### config.mk
export PLATFORM = sky130hd
export DESIGN_NAME = bus_cycle_seq
export DESIGN_NICKNAME = d
export VERILOG_FILES = /design/src/rtl/bcs_pkg.sv /design/src/rtl/bcs_plan.sv /design/src/rtl/bcs_fsm.sv /design/src/rtl/bcs_lanes.sv /design/src/rtl/bus_cycle_seq.sv
export SDC_FILE = /design/constraint.sdc
export NUM_CORES = 1
export LEC_CHECK = 0
export BUFFER_PORTS_ARGS = -buffer_cell sky130_fd_sc_hd__buf_2
export CORE_MARGIN = 2
export CORE_UTILIZATION = 47
export CTS_CLUSTER_DIAMETER = 80
export DETAILED_ROUTE_END_ITERATION = 10
export PLACE_DENSITY = 0.88
export SYNTH_ARGS = -nofsm -noshare
export SYNTH_HDL_FRONTEND = slang
export SYNTH_SLANG_ARGS = --single-unit
### constraint.sdc
create_clock -name clk -period 1.8 [get_ports clk]
set_input_delay 0.09 -clock clk [delete_from_list [all_inputs] [get_ports clk]]
set_output_delay 0.09 -clock clk [all_outputs]
set_load 0.03 [all_outputs]
### src/rtl/bcs_pkg.sv
package bcs_pkg;

  // Cycle kind; the numeric value doubles as the bus status code.
  typedef enum logic [2:0] {
    K_INTA  = 3'b000,
    K_IORD  = 3'b001,
    K_IOWR  = 3'b010,
    K_HALT  = 3'b011,
    K_FETCH = 3'b100,
    K_MEMRD = 3'b101,
    K_MEMWR = 3'b110,
    K_NONE  = 3'b111
  } kind_e;

  typedef enum logic [2:0] {
    S_IDLE, S_LAUNCH, S_T1, S_T2, S_T3, S_TW, S_T4
  } tstate_e;

  typedef enum logic [1:0] {
    STB_NONE, STB_RD, STB_WR, STB_ACK
  } strobe_e;

  function automatic strobe_e strobe_of(kind_e k);
    case (k)
      K_IORD, K_FETCH, K_MEMRD: return STB_RD;
      K_IOWR, K_MEMWR:          return STB_WR;
      K_INTA:                   return STB_ACK;
      default:                  return STB_NONE;
    endcase
  endfunction

  function automatic logic drives_upper(kind_e k);
    return (k == K_FETCH) || (k == K_MEMRD) || (k == K_MEMWR);
  endfunction

endpackage

### src/rtl/bcs_plan.sv
module bcs_plan
  import bcs_pkg::*;
#(
  parameter int AW = 20,
  parameter int DW = 16
) (
  input  logic          clk,
  input  logic          rst_n,
  input  logic          load,
  input  logic          second,
  input  logic [AW-1:0] addr_i,
  input  logic [DW-1:0] wdata_i,
  input  logic [2:0]    kind_i,
  input  logic          word_i,
  output kind_e         kind_o,
  output logic          split_o,
  output logic [AW-2:0] cyc_hi_o,
  output logic [1:0]    bank_o,
  output logic [DW-1:0] lane_o
);
  localparam int HW = DW / 2;

  kind_e         k_q, k_n;
  logic [AW-1:0] a_q, ca;
  logic [DW-1:0] w_q;
  logic          word_q, aligned_n, rw_kind;

  always_comb begin
    k_n = kind_e'(kind_i);
    if (k_n == K_NONE) k_n = K_HALT;
    aligned_n = (k_n == K_FETCH) || (k_n == K_INTA);
  end

  always_ff @(posedge clk or negedge rst_n) begin
    if (!rst_n) begin
      k_q    <= K_HALT;
      a_q    <= '0;
      w_q    <= '0;
      word_q <= 1'b0;
    end else if (load) begin
      k_q    <= k_n;
      a_q    <= aligned_n ? {addr_i[AW-1:1], 1'b0} : addr_i;
      w_q    <= wdata_i;
      word_q <= aligned_n | word_i;
    end
  end

  assign rw_kind  = (k_q == K_IORD) || (k_q == K_IOWR) ||
                    (k_q == K_MEMRD) || (k_q == K_MEMWR);
  assign split_o  = rw_kind && word_q && a_q[0];
  assign ca       = second ? a_q + AW'(1) : a_q;
  assign cyc_hi_o = ca[AW-1:1];
  assign kind_o   = k_q;

  always_comb begin
    lane_o = {w_q[HW-1:0], w_q[HW-1:0]};
    if (k_q == K_HALT) begin
      bank_o = 2'b11;
    end else if (split_o) begin
      bank_o = second ? 2'b10 : 2'b01;
      if (second) lane_o = {w_q[DW-1:HW], w_q[DW-1:HW]};
    end else if (word_q) begin
      bank_o = 2'b00;
      lane_o = w_q;
    end else begin
      bank_o = ca[0] ? 2'b01 : 2'b10;
    end
  end

endmodule

### src/rtl/bcs_fsm.sv
module bcs_fsm
  import bcs_pkg::*;
(
  input  logic    clk,
  input  logic    rst_n,
  input  logic    fire,
  input  logic    ready,
  input  logic    split,
  output tstate_e st,
  output logic    second,
  output logic    more,
  output logic    done
);

  assign more = (st == S_T4) && split && !second;

  always_ff @(posedge clk or negedge rst_n) begin
    if (!rst_n) begin
      st     <= S_IDLE;
      second <= 1'b0;
      done   <= 1'b0;
    end else begin
      done <= 1'b0;
      case (st)
        S_IDLE: begin
          second <= 1'b0;
          if (fire) st <= S_LAUNCH;
        end
        S_LAUNCH: st <= S_T1;
        S_T1:     st <= S_T2;
        S_T2:     st <= S_T3;
        S_T3, S_TW: st <= ready ? S_T4 : S_TW;
        S_T4: begin
          if (more) begin
            st     <= S_T1;
            second <= 1'b1;
          end else begin
            st     <= S_IDLE;
            second <= 1'b0;
            done   <= 1'b1;
          end
        end
        default: st <= S_IDLE;
      endcase
    end
  end

endmodule

### src/rtl/bcs_lanes.sv
module bcs_lanes
  import bcs_pkg::*;
#(
  parameter int AW = 20,
  parameter int DW = 16
) (
  input  logic          clk,
  input  logic          rst_n,
  input  tstate_e       st,
  input  kind_e         kind,
  input  logic          more,
  input  logic          second,
  input  logic [AW-2:0] cyc_hi,
  input  logic [1:0]    bank,
  input  logic [DW-1:0] lane,
  input  logic          ready,
  input  logic [DW-1:0] ad_in,
  output logic [AW-1:0] ad_out,
  output logic          ad_oe,
  output logic          ale,
  output logic          bhe_n,
  output logic          rd_n,
  output logic          wr_n,
  output logic          inta_n,
  output logic [2:0]    stat,
  output logic [DW-1:0] rdata
);
  localparam int HW = DW / 2;
  localparam int UW = AW - DW;

  strobe_e       sc;
  logic          strobe_ph, data_ph, wr_k, stat_on, capture;
  logic [UW-1:0] upper;
  logic [HW-1:0] pick;

  assign sc        = strobe_of(kind);
  assign strobe_ph = (st == S_T2) || (st == S_T3) || (st == S_TW);
  assign data_ph   = strobe_ph || (st == S_T4);
  assign wr_k      = (sc == STB_WR);
  assign upper     = drives_upper(kind) ? cyc_hi[AW-2:DW-1] : '0;

  always_comb begin
    ad_out = '0;
    if (st == S_T1)
      ad_out = {upper, cyc_hi[DW-2:0], bank[0]};
    else if (data_ph && wr_k)
      ad_out = {{UW{1'b0}}, lane};
  end

  assign ad_oe  = (st == S_T1) || (data_ph && wr_k);
  assign ale    = (st == S_T1);
  assign bhe_n  = (st == S_T1) ? bank[1] : 1'b1;
  assign rd_n   = !(strobe_ph && sc == STB_RD);
  assign wr_n   = !(strobe_ph && sc == STB_WR);
  assign inta_n = !(strobe_ph && sc == STB_ACK);

  // Status: early in the cycle, held while the device stalls, and
  // pre-announced in T4 when another byte cycle follows.
  assign stat_on = (st == S_LAUNCH) || (st == S_T1) || (st == S_T2) ||
                   (((st == S_T3) || (st == S_TW)) && !ready) || more;
  assign stat    = stat_on ? kind : K_NONE;

  assign capture = (st == S_T4) && ((sc == STB_RD) || (sc == STB_ACK));
  assign pick    = bank[0] ? ad_in[DW-1:HW] : ad_in[HW-1:0];

  always_ff @(posedge clk or negedge rst_n) begin
    if (!rst_n) begin
      rdata <= '0;
    end else if (st == S_LAUNCH) begin
      rdata <= '0;
    end else if (capture) begin
      if (bank == 2'b00)
        rdata <= ad_in;
      else if (second)
        rdata[DW-1:HW] <= pick;
      else
        rdata <= {{HW{1'b0}}, pick};
    end
  end

endmodule

### src/rtl/bus_cycle_seq.sv
module bus_cycle_seq
  import bcs_pkg::*;
#(
  parameter int AW = 20,
  parameter int DW = 16
) (
  input  logic          clk,
  input  logic          rst_n,
  input  logic          req_valid,
  output logic          req_ready,
  input  logic [AW-1:0] req_addr,
  input  logic [DW-1:0] req_wdata,
  input  logic [2:0]    req_kind,
  input  logic          req_word,
  output logic          rsp_valid,
  output logic [DW-1:0] rsp_rdata,
  input  logic          bus_ready,
  output logic [AW-1:0] bus_ad_out,
  output logic          bus_ad_oe,
  input  logic [DW-1:0] bus_ad_in,
  output logic          bus_ale,
  output logic          bus_bhe_n,
  output logic          bus_rd_n,
  output logic          bus_wr_n,
  output logic          bus_inta_n,
  output logic [2:0]    bus_stat
);

  tstate_e       st;
  kind_e         kind;
  logic          fire, second, more, split;
  logic [AW-2:0] cyc_hi;
  logic [1:0]    bank;
  logic [DW-1:0] lane;

  assign req_ready = (st == S_IDLE);
  assign fire      = req_valid && req_ready;

  bcs_plan #(.AW(AW), .DW(DW)) u_plan (
    .clk(clk), .rst_n(rst_n), .load(fire), .second(second),
    .addr_i(req_addr), .wdata_i(req_wdata), .kind_i(req_kind), .word_i(req_word),
    .kind_o(kind), .split_o(split), .cyc_hi_o(cyc_hi), .bank_o(bank), .lane_o(lane)
  );

  bcs_fsm u_fsm (
    .clk(clk), .rst_n(rst_n), .fire(fire), .ready(bus_ready), .split(split),
    .st(st), .second(second), .more(more), .done(rsp_valid)
  );

  bcs_lanes #(.AW(AW), .DW(DW)) u_lanes (
    .clk(clk), .rst_n(rst_n), .st(st), .kind(kind), .more(more), .second(second),
    .cyc_hi(cyc_hi), .bank(bank), .lane(lane), .ready(bus_ready), .ad_in(bus_ad_in),
    .ad_out(bus_ad_out), .ad_oe(bus_ad_oe), .ale(bus_ale), .bhe_n(bus_bhe_n),
    .rd_n(bus_rd_n), .wr_n(bus_wr_n), .inta_n(bus_inta_n), .stat(bus_stat),
    .rdata(rsp_rdata)
  );

endmodule

Word-level counts from Yosys, hierarchy flattened
Cells that the tools add are included.
Cells by class
  add/sub/neg operators: 1
  equal/unequal tests: 19
  mux-type cells: 32
  bitwise gates (word level): 1
  reduce and logical (&&, ||, !) cells: 42
Operator list (number)
  16-bit 2-to-1 mux: 8
  20-bit 2-to-1 mux: 2
  3-bit equality test, second input constant: 8
  8-bit 2-to-1 mux: 3
  20-bit by 1-bit adder with 20-bit output, second input constant: 1
  3-bit case mux with 6 select lines: 1
  1-bit logical OR: 16
  2-bit 2-to-1 mux: 7
  3-bit by 2-bit equality test with 1-bit output, second input constant: 4
  1-bit logical AND: 11
  3-bit logical NOT: 3
  3-bit 2-to-1 mux: 3
  3-bit by 1-bit equality test with 1-bit output, second input constant: 2
  2-bit case mux with 3 select lines: 1
  1-bit logical NOT: 5
  1-bit 2-to-1 mux: 5
  2-bit equality test, second input constant: 2
  4-bit 2-to-1 mux: 1
  2-bit nonzero test: 2
  2-bit OR reduction: 2
  3-bit by 2-bit != test with 1-bit output, second input constant: 1
  3-bit OR reduction: 1
  2-bit by 1-bit equality test with 1-bit output, second input constant: 1
  2-bit logical NOT: 1
  4 further kinds: 4
Word-level totals
  flip-flop bits (word level): 61
  input bits: 60
  output and inout bits: 47
  word-level logic and storage cells: 104

Logic depth before layout (Yosys ltp)
Gate-level depths: netlist of run 1.
  word-level depth: 13
  mapped depth: 7
  depth with buffers taken out: 6

Hierarchy
From an unflattened synthesis of run 1, not the netlist that was laid out.
Unflattened totals
  cells, all modules: 362
  area total of the unflattened synthesis: 3793.6 um^2
Modules (own cells, without submodules)
  bcs_plan: times used 1, cells an instance 187, area an instance 2172.1 um^2, seq. area each 1003.5 um^2
  bcs_lanes: times used 1, cells an instance 149, area an instance 1356.3 um^2, seq. area each 400.4 um^2
  bcs_fsm: times used 1, cells an instance 24, area an instance 245.2 um^2, seq. area each 125.1 um^2
  bus_cycle_seq: times used 1, cells an instance 2, area an instance 20.0 um^2, seq. area each 0.0 um^2

Worst setup path before layout of run 1
No wires, ideal clock.
  kind: reg2reg
  start: register u_fsm.st[1]
  end: register u_plan.a_q[4]
  library setup time: 125 ps
  arrival time: 2191 ps
  path slack: -516 ps
  cell stages (with the launch flop): 6
  clock period less this slack: 2316 ps
  cells stage by stage: dfrtp_1 nor3_1 and2_1 buf_2 buf_2 mux2_2
On the way
  word-level cells in the longest chain between the ends: 2
RTL lines
  from (decl): line bcs_fsm.sv:9  | output tstate_e st,
  from (signal assigned): line bcs_fsm.sv:32  | S_T3, S_TW: st <= ready ? S_T4 : S_TW;
  3-bit logical NOT: line bus_cycle_seq.sv:36  | assign req_ready = (st == S_IDLE);
  via req_ready: line bus_cycle_seq.sv:10  | output logic req_ready,
  1-bit logical AND: line bus_cycle_seq.sv:37  | assign fire = req_valid && req_ready;
  to (signal assigned): line bcs_plan.sv:42  | a_q <= aligned_n ? {addr_i[AW-1:1], 1'b0} : addr_i;
  to (decl): line bcs_plan.sv:24  | logic [AW-1:0] a_q, ca;
The timed path passes the listed nets, and every way through them passes these cells.
A chain may end at the register's enable or synchronous reset.

Worst setup path in the final report of run 1
  start: register u_plan.a_q[4]
  end: output port bus_ad_out[19]
On the way
  word-level cells in the longest chain between the ends: 4
RTL lines
  20-bit by 1-bit adder with 20-bit output: line bcs_plan.sv:51  | assign ca = second ? a_q + AW'(1) : a_q;
  20-bit 2-to-1 mux: line bcs_plan.sv:51
  4-bit 2-to-1 mux: line bcs_lanes.sv:40  | assign upper = drives_upper(kind) ? cyc_hi[AW-2:DW-1] : '0;
  20-bit 2-to-1 mux: line bcs_lanes.sv:44  | if (st == S_T1)
  to (decl): line bus_cycle_seq.sv:18  | output logic [AW-1:0] bus_ad_out,
Every way passes these cells.

==> summary.log, run 1 <==
[final_layout] number of inserted diodes 0
[critical_path] Worst Setup Path Type flop to primary output
[outcome] result of the run complete, but fails checks
[critical_path] Reg2Reg Capture Point u_lanes.rdata[9]
[critical_path] category of the worst setup path launch point flop
[final_layout] layout filler cell count 389
[logic_synthesis] predominant post-synthesis flop cell dfrtp_1
[final_layout] most frequent cells in the layout buf_2 (80), dfrtp_1 (58), buf_4 (47), buf_6 (45), dlygate4sd3_1 (37)
[timing] post-route fraction of the period consumed by the critical path 1.35
[critical_path] endpoint arrival time on the critical path 2340 ps
[logic_synthesis] register area share after synthesis 0.418
[clocking] root cell of the clock tree clkbuf_8
[timing] number of endpoints failing setup at the final stage 46
[timing] achievable clock frequency 0.412 GHz
[die] full die area 0.00850 mm^2
[outcome] violated checks negative setup slack
[timing] Final Max Slew Viols 0
[clocking] Clk Latency, worst-skew pair 360 ps
[logic_synthesis] total nets after synthesis 424
[logic_synthesis] Seq cells post-synth 61
[logic_synthesis] number of synthesized flops with an enable pin 0
[detailed_routing] post-detailed-routing wire length 15900 um
[detailed_routing] drt first-iter violations 318
[timing] unrepaired setup endpoints after global routing true
[critical_path] required arrival time at the worst endpoint 1710 ps
[final_layout] Final Core Density 0.821
[clocking] TritonCTS clock tree yes
[global_routing] global-route congestion overflow total 0
[power] sequential group share of total power 0.219
[critical_path] FF-to-FF Start u_plan.kind_o[0]
[timing] Final min period 2430 ps
[power] Logic pwr share 0.691
[critical_path] Setup crit end bus_ad_out[19]
[power] PnR Total Power 12.9 mW
[clocking] TritonCTS buffer count 9
[critical_path] crit path capture type primary output
[run] # Max-Cap Violations 0
[global_routing] number of global-route vias before repair 4222
[min_path] Hold WC Path Type primary input to flop
[die] placement row count 32
[timing] least setup slack across all paths after layout -626 ps
[power] share of total power in the clock network 0.090
[critical_path] slowest cell on the critical path dfrtp_1
[logic_synthesis] Cell Area, Synth 0.00365 mm^2
[logic_synthesis] count of cell types in the netlist 53
[clocking] total number of clock tree sinks 61
[critical_path] crit-path max cell delay 440 ps
[logic_synthesis] count of synthesis-stage warnings from yosys 0
[final_layout] Syn-to-layout area delta 71.7%
[die] I/O pin count 107
[die] effective utilization at floorplan 0.478
[die] core area 0.00765 mm^2
[die] width of the chip 92.2 um
[die] vertical die dimension 92.2 um
[logic_synthesis] Avg Cell Area, Syn 10.2 um^2
[critical_path] beginning of the critical path u_plan.a_q[4]
[placement] area of placed instances 0.00492 mm^2
[logic_synthesis] Gate Count Post-Synth 358
[power] internal power of the cells 6.75 mW
[detailed_routing] average routed wire per standard cell 23.6 um
[power] ratio of total power to cell area 2050 mW/mm^2
[power] net switching fraction of the power 0.475
[critical_path] Register-to-Register Path Depth 10
[placement] number of buffers inserted by port buffering 106
[final_layout] Nets 633
[placement] routability congestion estimate from global placement 0.904
[clocking] CTS H-Tree Depth 3
[final_layout] ratio of cells with drive above 1 in the final layout 0.558
[power] leakage power total 2.74 nW
[detailed_routing] DRT Pass-1 Iters 7
[detailed_routing] Via Count 4276
[placement] Final HPWL DP 8190 um
[timing] worst clock skew 15.1 ps
[critical_path] R2R Setup Slk -180 ps
[detailed_routing] vias per std cell 6.34
[detailed_routing] DRC violation count after routing 0
[global_routing] pin count of the biggest net entering global routing 37
[global_routing] number of antenna violations at the first check in global routing 0
[clocking] maximum buffer depth of the clock tree 2
[power] VDD IR-drop max 1.15 mV
[detailed_routing] ANT nets after route 0
[logic_synthesis] share of flip-flops with an asynchronous set or reset after synthesis 1.00
[timing] worst-margin pin slew 672 ps
[clocking] Clk pin slew, worst setup/hold paths 80 ps
[final_layout] cell area after layout 0.00628 mm^2
[timing] Rel. slew slack 0.552
[final_layout] most common library cell in the layout ignoring fill and taps buf_2
[critical_path] critical-path maximum fanout 6
[global_routing] total global-route track usage 0.329
[power] total net switching power 6.12 mW
[global_routing] first-pass GRT wire length 21700 um
[timing] Final Hold Viols 0
[critical_path] cell-by-cell listing of the critical path nand3_4, buf_4, buf_6, nor4_2, buf_4, nand4_1, mux2i_4, buf_6
## synth_stat cells (6+ instances only)
library cell,count,share of area
mux2_2,32,0.099
inv_1,11,0.011
a21oi_1,6,0.0082
dfrtp_1,59,0.40
a32oi_1,16,0.038
mux2i_1,35,0.096
clkbuf_1,7,0.0072
o22ai_1,14,0.024
or3_1,6,0.010
ha_1,6,0.021
xnor2_1,7,0.017
nand2_1,34,0.035
nor2_1,12,0.012
buf_2,9,0.012
nand4_1,9,0.015
o21ai_0,17,0.023
nand3_1,10,0.014
## cell type report
class                      instances  area [um^2]  share of cell area
multi-input combinational        266         2600               0.414
timing repair buffer             218         1800               0.287
sequential                        61         1530               0.244
clock buffer                      14          163              0.0259
tap                              102          128              0.0203
inverter                          11         45.0             0.00718
clock inverter                     2         10.0             0.00159
## worst min path at each step
stage | to | start | depth (start not counted)
3_3_place_gp | u_plan.a_q[17] | rst_n | 1
4_1_cts | u_plan.a_q[6] | req_addr[6] | 2
5_1_grt | u_plan.a_q[6] | req_addr[6] | 2
6_report | u_plan.w_q[2] | req_wdata[2] | 2
3_5_place_dp | u_plan.a_q[17] | rst_n | 1
2_1_floorplan | u_fsm.done | rst_n | 0
## registers in the layout, indices dropped and copies added (netlist names)
signal,flops
u_lanes.rdata,16
u_plan.w_q,16
u_plan.a_q,20
u_fsm.st,3
u_fsm.done,1
u_fsm.second,1
u_plan.kind_o,3
u_plan.word_q,1
## worst max-delay path, delay by kind of cell (launching register included)
kind                   cells  cell delay, ps
muxes                      1             240
buffers and inverters      4             610
and+or+nand+nor            3             650
DFF                        1             440
## cells by family (layout without fill, tap and decap cells)
kind of cell | count (synthesis) | count (layout) | synth area share
DFF | 61 | 61 | 0.418
adders and majority gates | 6 | 6 | 0.0205
muxes | 67 | 67 | 0.194
xor gates and xnor gates | 12 | 12 | 0.0288
and+or+nand+nor | 110 | 110 | 0.164
buffers and inverters | 31 | 245 | 0.0394
AOI/OAI and AO/OA | 71 | 71 | 0.135
## power by group through the flow
stage | combinational [mW] | clock [mW] | sequential, mW
6_report | 8.90 | 1.15 | 2.82
2_1_floorplan | 3.85 | 0 | 2.88
3_3_place_gp | 6.17 | 0 | 2.54
4_1_cts | 7.56 | 1.12 | 2.62
5_1_grt | 9.22 | 1.21 | 2.84
3_5_place_dp | 6.40 | 0 | 2.59
## routing by layer
layer / up-vias / global-route usage / part of all wire
li1: 1767 / - / -
met4: 0 / 0.168 / 0.061
met3: 93 / 0.0797 / 0.076
met1: 2079 / 0.379 / 0.36
met5: - / 0 / 0
met2: 337 / 0.567 / 0.50
## per-stage QoR
stage                     setup WS (ps)  hold slack [ps]  cells  setup TNS [ps]
after floorplan                    -244             -206    358           -2870
after global placement             -162              124    601           -2870
after detailed placement           -243              142    601           -4520
after CTS                          -468             4.88    661          -10060
after global routing               -647             13.6    674          -17660
final                              -626             29.3    674          -15340
## what timing repair did
| item | in CTS | in global routing |
|---|---|---|
| resized for setup | 112 | 48 |
| setup endpoints to repair | 44 | 45 |
| hold buffers | 37 | 0 |
| pin swaps | 18 | 24 |
| buffers inserted | 7 | 14 |
| hold endpoints to repair | 59 | 0 |
| gates cloned | 0 | 1 |
Note: power is estimated with default switching activity, not from simulation.
==> inputs of run 2 (changes only) <==
==> constraint.sdc (replaced) <==
create_clock -name clk -period 2 [get_ports clk]
set_input_delay 0.1 -clock clk [delete_from_list [all_inputs] [get_ports clk]]
set_output_delay 0.1 -clock clk [all_outputs]
set_load 0.03 [all_outputs]
==> run 2 against run 1 <==
  * The run still ends with negative setup slack left
  * Count of clock-buffer cells in the layout decreased by 2
  * Die area unchanged
  * Flip-flop and latch count unchanged
  * Worst hold slack got worse by 21 ps
  * Design area decreased by 4.8%
  * Cell count decreased by 2.2%
  * Setup slack improved by 58 ps
  * Core utilization decreased by 4.0 points
  * Combinational power decreased by 17%
  * Sequential share of layout area increased by 1.3 points
  * Critical path type unchanged
  * Critical endpoint is now bus_ad_out[2]
==> summary.log, run 2 (synthesized netlist as in run 1, its figures left out) <==
[final_layout] Final Core Density 0.781 [-0.0396]
[critical_path] required arrival time at the worst endpoint 1900 ps [+190 ps]
[final_layout] ratio of cells with drive above 1 in the final layout 0.528 [-0.0299]
[detailed_routing] post-detailed-routing wire length 15000 um [-5.4%]
[placement] number of instances in the placed design 590 [-1.8%]
[timing] Final min period 2570 ps
[die] vertical die dimension 92.2 um [unchanged]
[final_layout] Largest register FFs 20 [unchanged]
[clocking] total number of clock tree sinks 61 [unchanged]
[global_routing] global-route congestion overflow total 0 [unchanged]
[timing] worst clock skew 12.1 ps [-2.94 ps]
[critical_path] crit path capture type primary output
[critical_path] critical-path maximum fanout 8 [+2]
[timing] Final Hold Viols 0 [unchanged]
[placement] Placement Setup Slack -82.6 ps [+161 ps]
[detailed_routing] DRC violation count after routing 0 [unchanged]
[final_layout] number of inserted diodes 0 [unchanged]
[placement] routability congestion estimate from global placement 0.933 [+3.2%]
[die] effective utilization at floorplan 0.478 [unchanged]
[min_path] Hold WC Path Type primary input to flop
[critical_path] endpoint arrival time on the critical path 2470 ps [+130 ps]
[final_layout] top flop regs u_plan.a_q (20), u_lanes.rdata (16), u_plan.w_q (16)
[detailed_routing] ANT nets after route 0 [unchanged]
[outcome] result of the run complete, but fails checks
[detailed_routing] drt first-iter violations 419 [+32%]
[die] core area 0.00765 mm^2 [unchanged]
[clocking] TritonCTS buffer count 9 [unchanged]
[die] width of the chip 92.2 um [unchanged]
[placement] area of placed instances 0.00471 mm^2 [-4.2%]
[global_routing] number of antenna violations at the first check in global routing 0 [unchanged]
[clocking] maximum buffer depth of the clock tree 2 [unchanged]
[timing] number of endpoints failing setup at the final stage 38 [-17%]
[final_layout] most flop-heavy register u_plan.a_q
[outcome] violated checks negative setup slack
[die] full die area 0.00850 mm^2 [unchanged]
[timing] Final Max Slew Viols 0 [unchanged]
[final_layout] post-layout instance count excluding filler cells 659 [-2.2%]
[timing] Rel. slew slack 0.610 [+0.0584]
[timing] post-route fraction of the period consumed by the critical path 1.28
[final_layout] Syn-to-layout area delta 63.4%
[critical_path] Worst Setup Path Type flop to primary output
[final_layout] cell area after layout 0.00597 mm^2 [-4.8%]
[clocking] Clk pin slew, worst setup/hold paths 80 ps [about the same]
[detailed_routing] DRT Pass-1 Iters 6 [-1]
[timing] least setup slack across all paths after layout -568 ps [+57.7 ps]
[placement] number of buffers inserted by port buffering 106 [unchanged]
[timing] achievable clock frequency 0.389 GHz
[run] # Max-Cap Violations 0 [unchanged]
[clocking] Clk Latency, worst-skew pair 350 ps [about the same]
[global_routing] number of global-route vias before repair 4026 [-4.6%]
[final_layout] most frequent cells in the layout buf_2 (79), dfrtp_1 (56), buf_4 (52), mux2_2 (32), dlygate4sd3_1 (32)
[clocking] TritonCTS clock tree yes
[detailed_routing] average routed wire per standard cell 22.8 um [-3.2%]
[power] leakage power total 2.69 nW [-1.9%]
[final_layout] Nets 618 [-2.4%]
[power] ratio of total power to cell area 1850 mW/mm^2 [-9.6%]
[power] VDD IR-drop max 1.20 mV [+4.0%]
[die] placement row count 32 [unchanged]
[critical_path] category of the worst setup path launch point flop
[die] I/O pin count 107 [unchanged]
[timing] worst-margin pin slew 584 ps [-87.6 ps]
[timing] unrepaired setup endpoints after global routing true
[detailed_routing] vias per std cell 6.28 [-1.1%]
[global_routing] pin count of the biggest net entering global routing 49 [+32%]
[global_routing] total global-route track usage 0.313 [-0.0156]
[placement] Final HPWL DP 7790 um [-4.8%]
[detailed_routing] Via Count 4136 [-3.3%]
[clocking] root cell of the clock tree clkbuf_8
[final_layout] most common library cell in the layout ignoring fill and taps buf_2
[clocking] CTS H-Tree Depth 3 [unchanged]
[global_routing] first-pass GRT wire length 20700 um [-4.7%]
run 2: cell type report:
cell class,instances,area [um^2]
flip-flops and latches,61,1530
clock inverters,4,47.5
inverters,11,41.3
repair buffers,203,1650
multi-input cells,266,2430
clock buffers,12,145
fillers,417,1670
well taps,102,128
run 2: layer usage:
metal  wire [um]  vias to the layer above  track usage
met5           0                        -            0
li1            -                     1733            -
met4         938                        0        0.180
met3        1230                       94       0.0567
met1        5290                     1991        0.365
met2        7570                      318        0.540
run 2: repair_timing:
| item | CTS | global route |
|---|---|---|
| hold endpoints to repair | 52 | 0 |
| setup endpoints to repair | 42 | 43 |
| cloned | 1 | 0 |
| pin swaps | 18 | 20 |
| hold buffers | 32 | 0 |
| setup buffers | 12 | 11 |
| gates resized for setup | 78 | 60 |
run 2: final timing paths:
kind	start	end	slack, ps	depth (start not counted)
worst max-delay path	u_plan.kind_o[0]	bus_ad_out[2]	-570	8
worst min-delay path	req_wdata[12]	u_plan.w_q[12]	8	2
worst max register to register	u_plan.kind_o[1]	u_lanes.rdata[15]	-50	10
worst min register to register	u_lanes.rdata[8]	u_lanes.rdata[8]	520	2
max in group asynchronous	rst_n	u_plan.kind_o[0]	1040	3
min in group asynchronous	rst_n	u_lanes.rdata[15]	290	2
run 2: metrics by stage:
step	hold slack (ps)	power [mW]	setup TNS, ps
detailed placement	117	7.68	-624
CTS	0.00544	9.81	-5800
floorplan	-196	5.80	-1370
global placement	105	7.46	-54.5
finish	8.02	11.1	-9510
global route	1.91	11.4	-10790
run 2: critical path: stages (launching register included):
cell and delay, ps:
dfstp_2 560, inv_2 60, ha_4 280, and2_4 160, nand4_1 230, buf_12 250
mux2i_1 140, o22ai_2 270, buf_6 170
run 2: where the power goes:
part	switching, mW	internal (mW)
logic	4.04	3.39
clock network	0.534	0.607
registers	0.649	1.85
total	5.22	5.85
